$ cat src/rtl/ibw_pkg.sv
package ibw_pkg;

    // Bytes that must be present before a window is offered.
    localparam int unsigned WIN_BYTES = 3;

    // Advance code reported by the consumer.
    typedef enum logic [1:0] {
        ADV_NONE  = 2'd0,
        ADV_ONE   = 2'd1,
        ADV_TWO   = 2'd2,
        ADV_THREE = 2'd3
    } ibw_adv_e;

    // A byte arriving from memory and headed for the queue.
    typedef struct packed {
        logic       en;
        logic [7:0] data;
    } ibw_push_t;

    // The decoded view of the three window bytes.
    typedef struct packed {
        logic [7:0]  opcode;
        logic [15:0] imm_zx;
        logic [15:0] imm_sx;
        logic [15:0] word;
    } ibw_fields_t;

    function automatic ibw_fields_t form_fields(input logic [7:0] b0,
                                                input logic [7:0] b1,
                                                input logic [7:0] b2);
        ibw_fields_t f;
        f.opcode = b0;
        f.imm_zx = {8'h00, b1};
        f.imm_sx = {{8{b1[7]}}, b1};
        f.word   = {b2, b1};
        return f;
    endfunction

endpackage

$ cat src/rtl/ibw_byte_queue.sv
module ibw_byte_queue
    import ibw_pkg::*;
#(
    parameter int DEPTH = 4,
    localparam int PW = $clog2(DEPTH),
    localparam int CW = $clog2(DEPTH + 1)
) (
    input  logic                            clk,
    input  logic                            rst,
    input  logic                            flush,
    input  ibw_push_t                       push,
    input  ibw_adv_e                        pop_cnt,
    output logic [WIN_BYTES-1:0][7:0]       win_o,
    output logic [CW-1:0]                   fill_o
);

    logic [7:0]    store_q [DEPTH];
    logic [PW-1:0] rd_q;
    logic [PW-1:0] wr_q;
    logic [CW-1:0] fill_q;

    always_ff @(posedge clk) begin
        if (rst || flush) begin
            rd_q   <= '0;
            wr_q   <= '0;
            fill_q <= '0;
        end else begin
            if (push.en) begin
                wr_q <= wr_q + 1'b1;
            end
            rd_q   <= rd_q + PW'(pop_cnt);
            fill_q <= fill_q + CW'(push.en) - CW'(pop_cnt);
        end
    end

    always_ff @(posedge clk) begin
        if (push.en && !flush) begin
            store_q[wr_q] <= push.data;
        end
    end

    for (genvar k = 0; k < WIN_BYTES; k++) begin : g_win
        logic [PW-1:0] idx;
        assign idx      = rd_q + PW'(k);
        assign win_o[k] = store_q[idx];
    end

    assign fill_o = fill_q;

endmodule

$ cat src/rtl/ibw_fetch.sv
module ibw_fetch
    import ibw_pkg::*;
#(
    parameter int AW         = 16,
    parameter int DEPTH      = 4,
    parameter int MAX_OUT    = 8,
    parameter logic [AW-1:0] RESET_ADDR = '0,
    localparam int CW = $clog2(DEPTH + 1),
    localparam int OW = $clog2(MAX_OUT + 1)
) (
    input  logic          clk,
    input  logic          rst,
    input  logic          redirect,
    input  logic [AW-1:0] redirect_addr,
    input  logic [CW-1:0] fill_i,
    output logic          mem_req_o,
    output logic [AW-1:0] mem_addr_o,
    input  logic          mem_ready_i,
    input  logic          mem_rvalid_i,
    input  logic [7:0]    mem_rdata_i,
    output ibw_push_t     push_o,
    output logic [OW-1:0] live_o
);

    logic [AW-1:0] addr_q;
    logic [OW-1:0] live_q;
    logic [OW-1:0] stale_q;
    logic          accept;
    logic          keep;
    logic          drop;

    // Issue only while the queue has room for every live request and the
    // outstanding total stays within what the counters can track.
    assign mem_req_o = ((32'(fill_i) + 32'(live_q)) < 32'(DEPTH)) &&
                       ((32'(stale_q) + 32'(live_q)) < 32'(MAX_OUT));
    assign mem_addr_o = addr_q;
    assign accept     = mem_req_o && mem_ready_i;
    assign drop       = mem_rvalid_i && (stale_q != '0);
    assign keep       = mem_rvalid_i && (stale_q == '0) && !redirect;

    always_ff @(posedge clk) begin
        if (rst) begin
            addr_q  <= RESET_ADDR;
            live_q  <= '0;
            stale_q <= '0;
        end else if (redirect) begin
            addr_q  <= redirect_addr;
            live_q  <= '0;
            stale_q <= stale_q + live_q + OW'(accept) - OW'(mem_rvalid_i);
        end else begin
            if (accept) begin
                addr_q <= addr_q + 1'b1;
            end
            live_q  <= live_q + OW'(accept) - OW'(keep);
            stale_q <= stale_q - OW'(drop);
        end
    end

    assign push_o.en   = keep;
    assign push_o.data = mem_rdata_i;
    assign live_o      = live_q;

endmodule

$ cat src/rtl/ibw_fields_fmt.sv
module ibw_fields_fmt
    import ibw_pkg::*;
#(
    parameter int DEPTH = 4,
    localparam int CW = $clog2(DEPTH + 1)
) (
    input  logic [WIN_BYTES-1:0][7:0] win_i,
    input  logic [CW-1:0]             fill_i,
    output ibw_fields_t               fields_o,
    output logic                      valid_o
);

    assign valid_o  = fill_i >= CW'(WIN_BYTES);
    assign fields_o = form_fields(win_i[0], win_i[1], win_i[2]);

endmodule

$ cat src/rtl/ibw_window.sv
module ibw_window
    import ibw_pkg::*;
#(
    parameter int AW         = 16,
    parameter int DEPTH      = 4,
    parameter int MAX_OUT    = 8,
    parameter logic [AW-1:0] RESET_ADDR = '0
) (
    input  logic          clk,
    input  logic          rst,
    input  logic          redirect_i,
    input  logic [AW-1:0] redirect_addr_i,
    input  logic [1:0]    consume_i,
    output logic          win_valid_o,
    output logic [7:0]    opcode_o,
    output logic [15:0]   imm_zx_o,
    output logic [15:0]   imm_sx_o,
    output logic [15:0]   word_o,
    output logic          mem_req_o,
    output logic [AW-1:0] mem_addr_o,
    input  logic          mem_ready_i,
    input  logic          mem_rvalid_i,
    input  logic [7:0]    mem_rdata_i
);

    localparam int CW = $clog2(DEPTH + 1);
    localparam int OW = $clog2(MAX_OUT + 1);

    ibw_push_t                 arr_push;
    ibw_adv_e                  adv;
    ibw_fields_t               fields;
    logic [WIN_BYTES-1:0][7:0] win_bytes;
    logic [CW-1:0]             q_fill;
    logic [OW-1:0]             f_live;

    assign adv = ibw_adv_e'(consume_i);

    ibw_fetch #(
        .AW(AW), .DEPTH(DEPTH), .MAX_OUT(MAX_OUT), .RESET_ADDR(RESET_ADDR)
    ) u_fetch (
        .clk          (clk),
        .rst          (rst),
        .redirect     (redirect_i),
        .redirect_addr(redirect_addr_i),
        .fill_i       (q_fill),
        .mem_req_o    (mem_req_o),
        .mem_addr_o   (mem_addr_o),
        .mem_ready_i  (mem_ready_i),
        .mem_rvalid_i (mem_rvalid_i),
        .mem_rdata_i  (mem_rdata_i),
        .push_o       (arr_push),
        .live_o       (f_live)
    );

    ibw_byte_queue #(.DEPTH(DEPTH)) u_queue (
        .clk    (clk),
        .rst    (rst),
        .flush  (redirect_i),
        .push   (arr_push),
        .pop_cnt(adv),
        .win_o  (win_bytes),
        .fill_o (q_fill)
    );

    ibw_fields_fmt #(.DEPTH(DEPTH)) u_fmt (
        .win_i   (win_bytes),
        .fill_i  (q_fill),
        .fields_o(fields),
        .valid_o (win_valid_o)
    );

    assign opcode_o = fields.opcode;
    assign imm_zx_o = fields.imm_zx;
    assign imm_sx_o = fields.imm_sx;
    assign word_o   = fields.word;

endmodule

$ cat config.mk
export PLATFORM = sky130hd
export DESIGN_NAME = ibw_window
export DESIGN_NICKNAME = d
export VERILOG_FILES = /design/src/rtl/ibw_pkg.sv /design/src/rtl/ibw_byte_queue.sv /design/src/rtl/ibw_fetch.sv /design/src/rtl/ibw_fields_fmt.sv /design/src/rtl/ibw_window.sv
export SDC_FILE = /design/constraint.sdc
export NUM_CORES = 1
export LEC_CHECK = 0
export ABC_AREA = 0
export BUFFER_PORTS_ARGS = -buffer_cell sky130_fd_sc_hd__buf_2
export CAP_MARGIN = 20
export CORE_ASPECT_RATIO = 1.1
export CORE_MARGIN = 1.5
export CORE_UTILIZATION = 50
export DETAILED_ROUTE_END_ITERATION = 6
export GPL_ROUTABILITY_DRIVEN = 0
export PLACE_DENSITY_LB_ADDON = 0.12
export SLEW_MARGIN = 20
export SYNTH_ARGS = -nofsm -noshare
export SYNTH_HDL_FRONTEND = slang
export SYNTH_SLANG_ARGS = --single-unit
$ cat constraint.sdc
create_clock -name clk -period 5.7 [get_ports clk]
set_clock_uncertainty 0.2 [all_clocks]
set_input_delay 1.14 -clock clk [delete_from_list [all_inputs] [get_ports clk]]
set_output_delay 1.14 -clock clk [all_outputs]
set_load 0.02 [all_outputs]
* After elaboration in Yosys (flattened, before gate mapping)
Memories as Yosys holds them, arrays and structs flattened. A register that Yosys moved wholly into a read port is not among the register bits. Cells that the tools add are included.
Storage, ports and cells: memories kept 1, bits in writable memories 32, word-level logic and storage cells 43, flip-flop bits (word level) 31, output and inout port bits 74, bits of input ports 31
Cells by class: reductions and logical operators 12, multiplexer cells 6, add/sub/neg operators 15, $lt $le $gt $ge 3
Memories:
- u_queue.store_q | words 4, width 8, rd ports 3, clocked after Yosys merged registers in 1, write ports 1, line ibw_byte_queue.sv:17 | logic [7:0] store_q [DEPTH];
Operators by type and width (count):
- 32-bit by 3-bit < comparator with 1-bit output (second input constant) | 1
- 32-bit by 4-bit < comparator with 1-bit output (second input constant) | 1
- 16-bit 2-to-1 mux | 2
- 16-bit by 1-bit adder with 16-bit output (second input constant) | 1
- 4-bit by 1-bit subtractor with 4-bit output | 3
- 4-bit by 1-bit adder with 4-bit output | 2
- 1-bit logical AND | 6
- 3-bit by 4-bit adder with 5-bit output | 1
- 4-bit by 4-bit adder with 5-bit output | 1
- 2-bit by 1-bit adder with 2-bit output (second input constant) | 2
- 4-bit adder | 1
- 4-bit zero test | 1
- 4-bit 2-to-1 mux | 1
- 4-bit nonzero test | 1
- 3-bit by 1-bit adder with 3-bit output | 1
- 3-bit by 2-bit >= comparator with 1-bit output (second input constant) | 1
- 3-bit by 2-bit subtractor with 3-bit output | 1
- 2-bit adder | 1
- 2-bit adder (second input constant) | 1
- 1-bit 2-to-1 mux | 2
- 2-bit 2-to-1 mux | 1
- 2-bit nonzero test | 1
- 2-bit OR reduction | 1
- 1-bit zero test | 1
- 1-bit logical OR | 1

* Logic depth before layout (Yosys ltp)
Gate-level depths: netlist of the first run.
word-level depth 7, mapped depth 13, gate-level depth less buffers 12

* Modules after synthesis
Synthesis of the first run repeated with hierarchy kept, for this count alone.
Unflattened totals: cells, all modules 424, area, all modules 4493.1 µm²
Modules (own cells, without submodules):
- ibw_fetch | area an instance 2043.2 µm², seq. area each 480.5 µm², times used 1, cells an instance 261
- ibw_byte_queue | area an instance 2018.2 µm², seq. area each 1101.1 µm², times used 1, cells an instance 105
- ibw_fields_fmt | area an instance 431.7 µm², seq. area each 0.0 µm², times used 1, cells an instance 58

* Worst setup path after synthesis of the first run
No wires, ideal clock.
path kind flip-flop to output port, start reg u_fetch.live_q[3] (netlist: u_fetch.live_o[3]), end out mem_req_o, required time 4.360 ns, path buffers 2, setup slack 2.262 ns, stages on the path, launching flop included 7, arrival time 2.098 ns, cells stage by stage dfxtp_1 -> ha_1 -> or4_4 -> a21o_1 -> buf_6 -> clkbuf_1 -> nor3_1
Between the ends: word-level cells in the longest chain between the ends 3, elaborated cells on any way between the ends 5, those cells by class 2 x add/sub; 2 x order compare; 1 x reduce/logical
RTL lines:
- start: declaration | line ibw_fetch.sv:26 | logic [OW-1:0] live_q;
- start signal: assignment | line ibw_fetch.sv:54 | live_q <= live_q + OW'(accept) - OW'(keep);
- 3-bit by 4-bit adder with 5-bit output or 4-bit by 4-bit adder with 5-bit output (tied branches) | line ibw_fetch.sv:34, ibw_fetch.sv:35
- 32-bit by 3-bit < comparator with 1-bit output or 32-bit by 4-bit < comparator with 1-bit output (tied branches) | line ibw_fetch.sv:34, ibw_fetch.sv:35
- 1-bit logical AND (*) | line ibw_fetch.sv:34 | assign mem_req_o = ((32'(fill_i) + 32'(live_q)) < 32'(DEPTH)) &&
- end: declaration | line ibw_window.sv:19 | output logic mem_req_o,
Mark *: on every way between the ends. The rest lies on a longest branch, timed or not.

* Worst setup path after layout of the first run
Ends and elaborated chain as after synthesis.

==> impl_metrics.env, run 1 <==
export IMPL_clkSlewWorstSetupHoldPaths_ns=0.07
export IMPL_clock_root_buffer="clkbuf_8"
export IMPL_nets=507
export IMPL_initial_core_util_pct=51.8
export IMPL_power_switching_uw=582
export IMPL_io_buffers=96
export IMPL_diodes=0
export IMPL_fin_ws_ns=1.95
export IMPL_synth_compound_area_share_pct=8.60
export IMPL_cts_max_level=3
export IMPL_synthAdderAreaFrac_pct=9.54
export IMPL_pwr_share_comb_pct=35.0
export IMPL_track_usage_pct=20.0
export IMPL_drt_iter0_drc=109
export IMPL_drc_errors=0
export IMPL_netlist_instances=386
export IMPL_drive_above_1_share_pct=31.2
export IMPL_clock_path_buffers=2
export IMPL_overflow=0
export IMPL_wl_mm=8.20
export IMPL_max_slew_margin_pct=41.8
export IMPL_netlist_area_sq_um=4120
export IMPL_cap_violations=0
export IMPL_synth_edf_count=32
export IMPL_cp_required_ns=4.36
export IMPL_synth_async_reset_ratio_pct=0
export IMPL_synth_seq_cells=63
export IMPL_ant_nets=0
export IMPL_min_path_type="reg -> reg"
export IMPL_switching_share_pct=36.1
export IMPL_rows=34
export IMPL_die_w_um=89.5
export IMPL_antenna_found_initial=0
export IMPL_dr_pass1_iters=4
export IMPL_crit_arrival_ns=2.41
export IMPL_io_pins=105
export IMPL_fmax_mhz=267
export IMPL_ys_top_cells_by_area="edfxtp_1, dfxtp_1, mux4_2"
export IMPL_peakVddDrop_mv=0.171
export IMPL_worstSkewPairLatency_ns=0.34
export IMPL_finalPower_mw=1.61
export IMPL_ys_flop_type="edfxtp_1"
export IMPL_synth_simple_area_share_pct=16.8
export IMPL_clockPowerShare_pct=29.4
export IMPL_dp_cells=544
export IMPL_pwr_share_seq_pct=35.6
export IMPL_grt_start_max_net_pins=34
export IMPL_fill_cells=698
export IMPL_cts_sinks=63
export IMPL_grt_pass1_vias=2824
export IMPL_ys_seq_area_share_pct=38.4
export IMPL_die_h_um=98.2
export IMPL_cp_end_kind="output port"
export IMPL_intPower_mw=1.03
export IMPL_grt_pass1_wl_mm=13.5
export IMPL_detail_route_vias_per_cell=5.58
export IMPL_hold_viol_final=0
export IMPL_synth_xor_area_share_pct=2.55
export IMPL_cp_start_kind="flop"
export IMPL_rsz0062_at_grt="no"
export IMPL_finalCriticalPeriod_ns=3.75
export IMPL_muxShareOfSynthArea_pct=13.1
export IMPL_dpl_hpwl_mm=6.11
export IMPL_tritoncts="built"
export IMPL_yosys_area_top_type="edfxtp_1"
export IMPL_worst_pin_slew_ns=0.872
export IMPL_areaGrowthSynthToFinish_pct=13.7
export IMPL_slew_violations=0
export IMPL_final_util_pct=58.9
export IMPL_die_area_sq_um=8790
export IMPL_cts_resized=0
export IMPL_cts_made_buffers=9
export IMPL_dp_slack_ns=2.20
export IMPL_synth_top_family_by_area="simple AND/OR/NAND/NOR gates"
export IMPL_ys_warn_count=0
export IMPL_synth_cell_types=43
export IMPL_core_sq_um=7960
export IMPL_ctsHoldBuffers=0
export IMPL_p_per_area_nw_per_um2=345
export IMPL_vias=3126
export IMPL_status="complete, no violations"
export IMPL_p_leak_nw=1.91
export IMPL_setup_tns_ns=0
export IMPL_fin_cells=560
export IMPL_setup_viol=0
export IMPL_avgSynthCellArea_sq_um=10.7
export IMPL_worstPathMaxFanout=27
export IMPL_path_class="reg -> out"
export IMPL_synth_top_area_share_pct=23.3
export IMPL_wl_per_cell_um=14.6
export IMPL_cts_setup_buffers=0
export IMPL_finalCritPeriodShare_pct=65.7
[sequential cells by signal (all words and copies together), names as in the netlist]
register	cells
u_queue.store_q	32
u_fetch.mem_addr_o	16
u_fetch.live_o	4
u_fetch.stale_q	4
u_queue.fill_o	3
u_queue.rd_q	2
u_queue.wr_q	2
[cells in the final DEF, fill, tap and decap left out, types with 3 or more instances in the layout]
cell,netlist,final
edfxtp_1,32,32
bufinv_16,0,3
nor3b_1,6,6
nand3_1,16,16
and2_1,10,10
conb_1,1,8
and4_1,4,4
nor2_1,30,30
o31ai_1,9,9
mux4_2,24,24
xnor2_1,5,5
a311oi_1,6,6
nor4_1,8,8
dfxtp_1,31,30
a2111oi_1,3,3
o41a_1,3,3
a211oi_1,3,3
nand4_1,9,9
clkbuf_8,0,9
nor3_1,7,7
xor2_1,7,7
nor2b_1,8,8
a21oi_1,13,13
inv_1,28,28
nand2_1,11,11
buf_2,3,96
a21o_1,3,3
ha_1,25,25
fa_1,4,4
and3_1,6,6
or4_1,7,7
[cell families after synthesis]
logic type,after synthesis
AO/OA/AOI/OAI,47
XOR/XNOR,12
adder cells (fa/ha/maj),29
buffers and inverters,84
flip-flops,63
multiplexers,24
other,1
AND/OR/NAND/NOR,126
[power groups by stage]
stage	Combinational [mW]	Sequential, mW	Clock, mW
after global placement	0.563	0.583	0
after detailed placement	0.569	0.585	0
after global routing	0.651	0.584	0.505
after floorplan	0.468	0.576	0
after CTS	0.573	0.575	0.487
final	0.565	0.575	0.475
[stage by stage]
step | cell area (sq um) | hold WS [ns]
after floorplan | 4140 | 0.269
after global placement | 4440 | 0.289
after detailed placement | 4440 | 0.293
after CTS | 4680 | 0.302
after global routing | 4680 | 0.355
final | 4680 | 0.300
[worst max-delay path, cell delays in order, from the launching register on]
cell	delay, ns
dfxtp_1	0.33
ha_1	0.33
or4_4	0.50
a21o_1	0.43
nor3_1	0.27
buf_2	0.20
[area by class of cell]
class                   instances  area (sq um)  area share (%)
repair buffers                 98           495            10.6
inverters                      29           109            2.32
well taps                     108           135            2.89
flip-flops and latches         63          1580            33.8
multi-input cells             246          2120            45.2
clock inverters                 7           120            2.57
clock buffers                   9           124            2.65
[worst paths after layout]
| kind | from | endpoint | slack (ns) | cells past startpoint |
|---|---|---|---|---|
| worst max-delay path | u_fetch.live_o[3] | mem_req_o | 1.95 | 5 |
| worst min-delay path | u_queue.wr_q[1] | u_queue.wr_q[1] | 0.30 | 2 |
| worst max register to register | u_fetch.live_o[3] | u_fetch.stale_q[1] | 2.22 | 10 |
| worst min register to register | u_queue.wr_q[1] | u_queue.wr_q[1] | 0.30 | 2 |
[per-layer routing]
layer  part of all wire (%)  GRT usage, %  vias up
li1                       -             -     1520
met4                    2.1          8.88        0
met1                     44          24.9     1481
met2                     48          32.5      109
met3                    5.4          4.73       16
met5                      0             0        -
[synthesized netlist by cell type, types with 8 or more instances]
cell type  count
o31ai_1        9
and2_1        10
a21oi_1       13
clkbuf_1      15
nor2b_1        8
mux4_2        24
nor4_1         8
edfxtp_1      32
nand2_1       11
buf_4         32
nand4_1        9
nand3_1       16
inv_1         28
dfxtp_1       31
ha_1          25
nor2_1        30
No activity file was read; power rests on OpenSTA's default activity.
==> run 2: changes to the inputs <==
CORE_UTILIZATION = 49   (was 50)
clock period = 3.2 ns   (was 5.7 ns; I/O delays follow)
==> impl_metrics.env, run 2 (synthesized netlist as in run 1, its figures left out) <==
export IMPL_cts_made_buffers=9
export IMPL_crit_arrival_ns=2.30
export IMPL_finalCriticalPeriod_ns=3.14
export IMPL_initial_core_util_pct=51.2
export IMPL_drive_above_1_share_pct=33.0
export IMPL_min_path_type="in -> reg"
export IMPL_cts_max_level=3
export IMPL_io_buffers=96
export IMPL_design_area_sq_um=4720
export IMPL_nets=516
export IMPL_worstPathMaxFanout=26
export IMPL_vias=3136
export IMPL_areaGrowthSynthToFinish_pct=14.6
export IMPL_pwr_share_comb_pct=39.1
export IMPL_wl_mm=8.41
export IMPL_slowest_delay_ns=0.50
export IMPL_cp_end_kind="output port"
export IMPL_dr_pass1_iters=4
export IMPL_diodes=0
export IMPL_pwr_share_seq_pct=35.7
export IMPL_power_switching_mw=1.08
export IMPL_fmax_mhz=319
export IMPL_worst_pin_slew_ns=0.580
export IMPL_switching_share_pct=38.4
export IMPL_place_area_sq_um=4500
export IMPL_r2r_slack_ns=0.18
export IMPL_overflow=0
export IMPL_grt_start_max_net_pins=42
export IMPL_max_slew_margin_pct=61.4
export IMPL_status="complete, no violations"
export IMPL_drc_errors=0
export IMPL_peakVddDrop_mv=0.283
export IMPL_core_sq_um=8040
export IMPL_die_w_um=90.4
export IMPL_reg2reg_from="u_fetch.live_o[3]"
export IMPL_setup_viol=0
export IMPL_rsz0062_at_grt="yes"
export IMPL_cp_depth=6
export IMPL_grt_pass1_wl_mm=14.3
export IMPL_dpl_hpwl_mm=6.20
export IMPL_cts_sinks=63
export IMPL_path_class="reg -> out"
export IMPL_crit_start="u_fetch.live_o[3]"
export IMPL_clockPowerShare_pct=25.2
export IMPL_grt_pass1_vias=3033
export IMPL_fin_ws_ns=0.0639
export IMPL_clkSlewWorstSetupHoldPaths_ns=0.08
export IMPL_io_pins=105
export IMPL_p_leak_nw=1.94
export IMPL_setup_tns_ns=0
export IMPL_ant_nets=0
export IMPL_detail_route_vias_per_cell=5.51
export IMPL_cap_violations=0
export IMPL_wl_per_cell_um=14.8
export IMPL_rows=34
export IMPL_tritoncts="built"
export IMPL_worstSkewPairLatency_ns=0.34
export IMPL_reg2reg_depth=10
export IMPL_intPower_mw=1.74
export IMPL_hold_viol_final=0
export IMPL_mostFrequentLayoutCell="buf_2"
export IMPL_largest_reg_flops=32
export IMPL_antenna_found_initial=0
export IMPL_cp_start_kind="flop"
export IMPL_finalCritPeriodShare_pct=98.0
export IMPL_p_per_area_nw_per_um2=599
export IMPL_cpMaxStageDelayCell="or4_4"
export IMPL_crit_chain="ha_1 -> or4_4 -> a21o_1 -> buf_4 -> nor3_1 -> buf_2"
export IMPL_worstReg2RegEnd="u_fetch.stale_q[1]"
export IMPL_clock_path_buffers=2
export IMPL_track_usage_pct=20.1
export IMPL_drt_iter0_drc=81
export IMPL_clock_root_buffer="clkbuf_8"
export IMPL_crit_end="mem_req_o"
export IMPL_cp_buffers_inverters=2
export IMPL_cp_required_ns=2.36
export IMPL_mostFrequentLayoutCells="buf_2, edfxtp_1, dfxtp_1"
export IMPL_cts_setup_buffers=0
export IMPL_die_h_um=99.1
export IMPL_dp_slack_ns=0.0581
export IMPL_critPathTopFamily="simple AND/OR/NAND/NOR gates"
export IMPL_slew_violations=0
export IMPL_regMostFlops="u_queue.store_q"
export IMPL_die_area_sq_um=8960
## run 2: cell type report
type                            count  area, sq um
Tap cell                          108          135
Multi-Input combinational cell    246         2120
Inverter                           29          109
Clock inverter                      7         80.1
Clock buffer                        9          124
Sequential cell                    63         1580
Timing Repair Buffer              107          563
Fill cell                         726         3320
## run 2: metal layers
metal	share of wire (%)	global-route usage [%]	vias up
met5	0	0	-
met2	51	36.2	89
met1	42	23.7	1496
met4	1.8	7.45	0
li1	-	-	1540
met3	4.5	4.20	11
## run 2: metrics by stage
step	total power [mW]	hold WS (ns)	cells	util [%]
floorplan	1.86	0.269	393	-
CTS	2.84	0.297	569	58.6
finish	2.82	0.306	569	58.7
detailed placement	2.12	0.305	553	56.0
global placement	2.10	0.285	553	56.0
global route	3.04	0.292	569	58.7
## run 2: power by group through the flow
stage | registers [mW] | logic [mW] | clock network, mW
3_3_place_gp | 1.02 | 1.08 | 0
4_1_cts | 1.01 | 1.10 | 0.728
6_report | 1.01 | 1.10 | 0.711
5_1_grt | 1.02 | 1.26 | 0.766
3_5_place_dp | 1.03 | 1.09 | 0
2_1_floorplan | 1.03 | 0.834 | 0
## run 2: how the worst min path moves through the flow
stage | start | to | cells past startpoint
3_3_place_gp | u_queue.wr_q[1] | u_queue.wr_q[1] | 2
6_report | mem_rdata_i[5] | u_queue.store_q[2][5] | 1
2_1_floorplan | u_queue.wr_q[1] | u_queue.wr_q[1] | 2
4_1_cts | mem_rdata_i[5] | u_queue.store_q[2][5] | 1
3_5_place_dp | u_queue.wr_q[1] | u_queue.wr_q[1] | 2
5_1_grt | mem_rdata_i[5] | u_queue.store_q[1][5] | 1
## run 2: repair_timing
action / 4_1_cts / 5_1_grt
endpoints found under the setup margin: 0 / 4
resized for setup: 0 / 3
hold buffers: 0 / 0
## run 2: worst register-to-register path, stage by stage, from the launching register on
cell,delay (ns)
dfxtp_1,0.34
ha_1,0.33
or4_4,0.50
a21o_1,0.20
nor3_2,0.16
inv_2,0.08
fa_1,0.39
inv_1,0.08
fa_1,0.43
a21oi_2,0.16
nor2_1,0.05
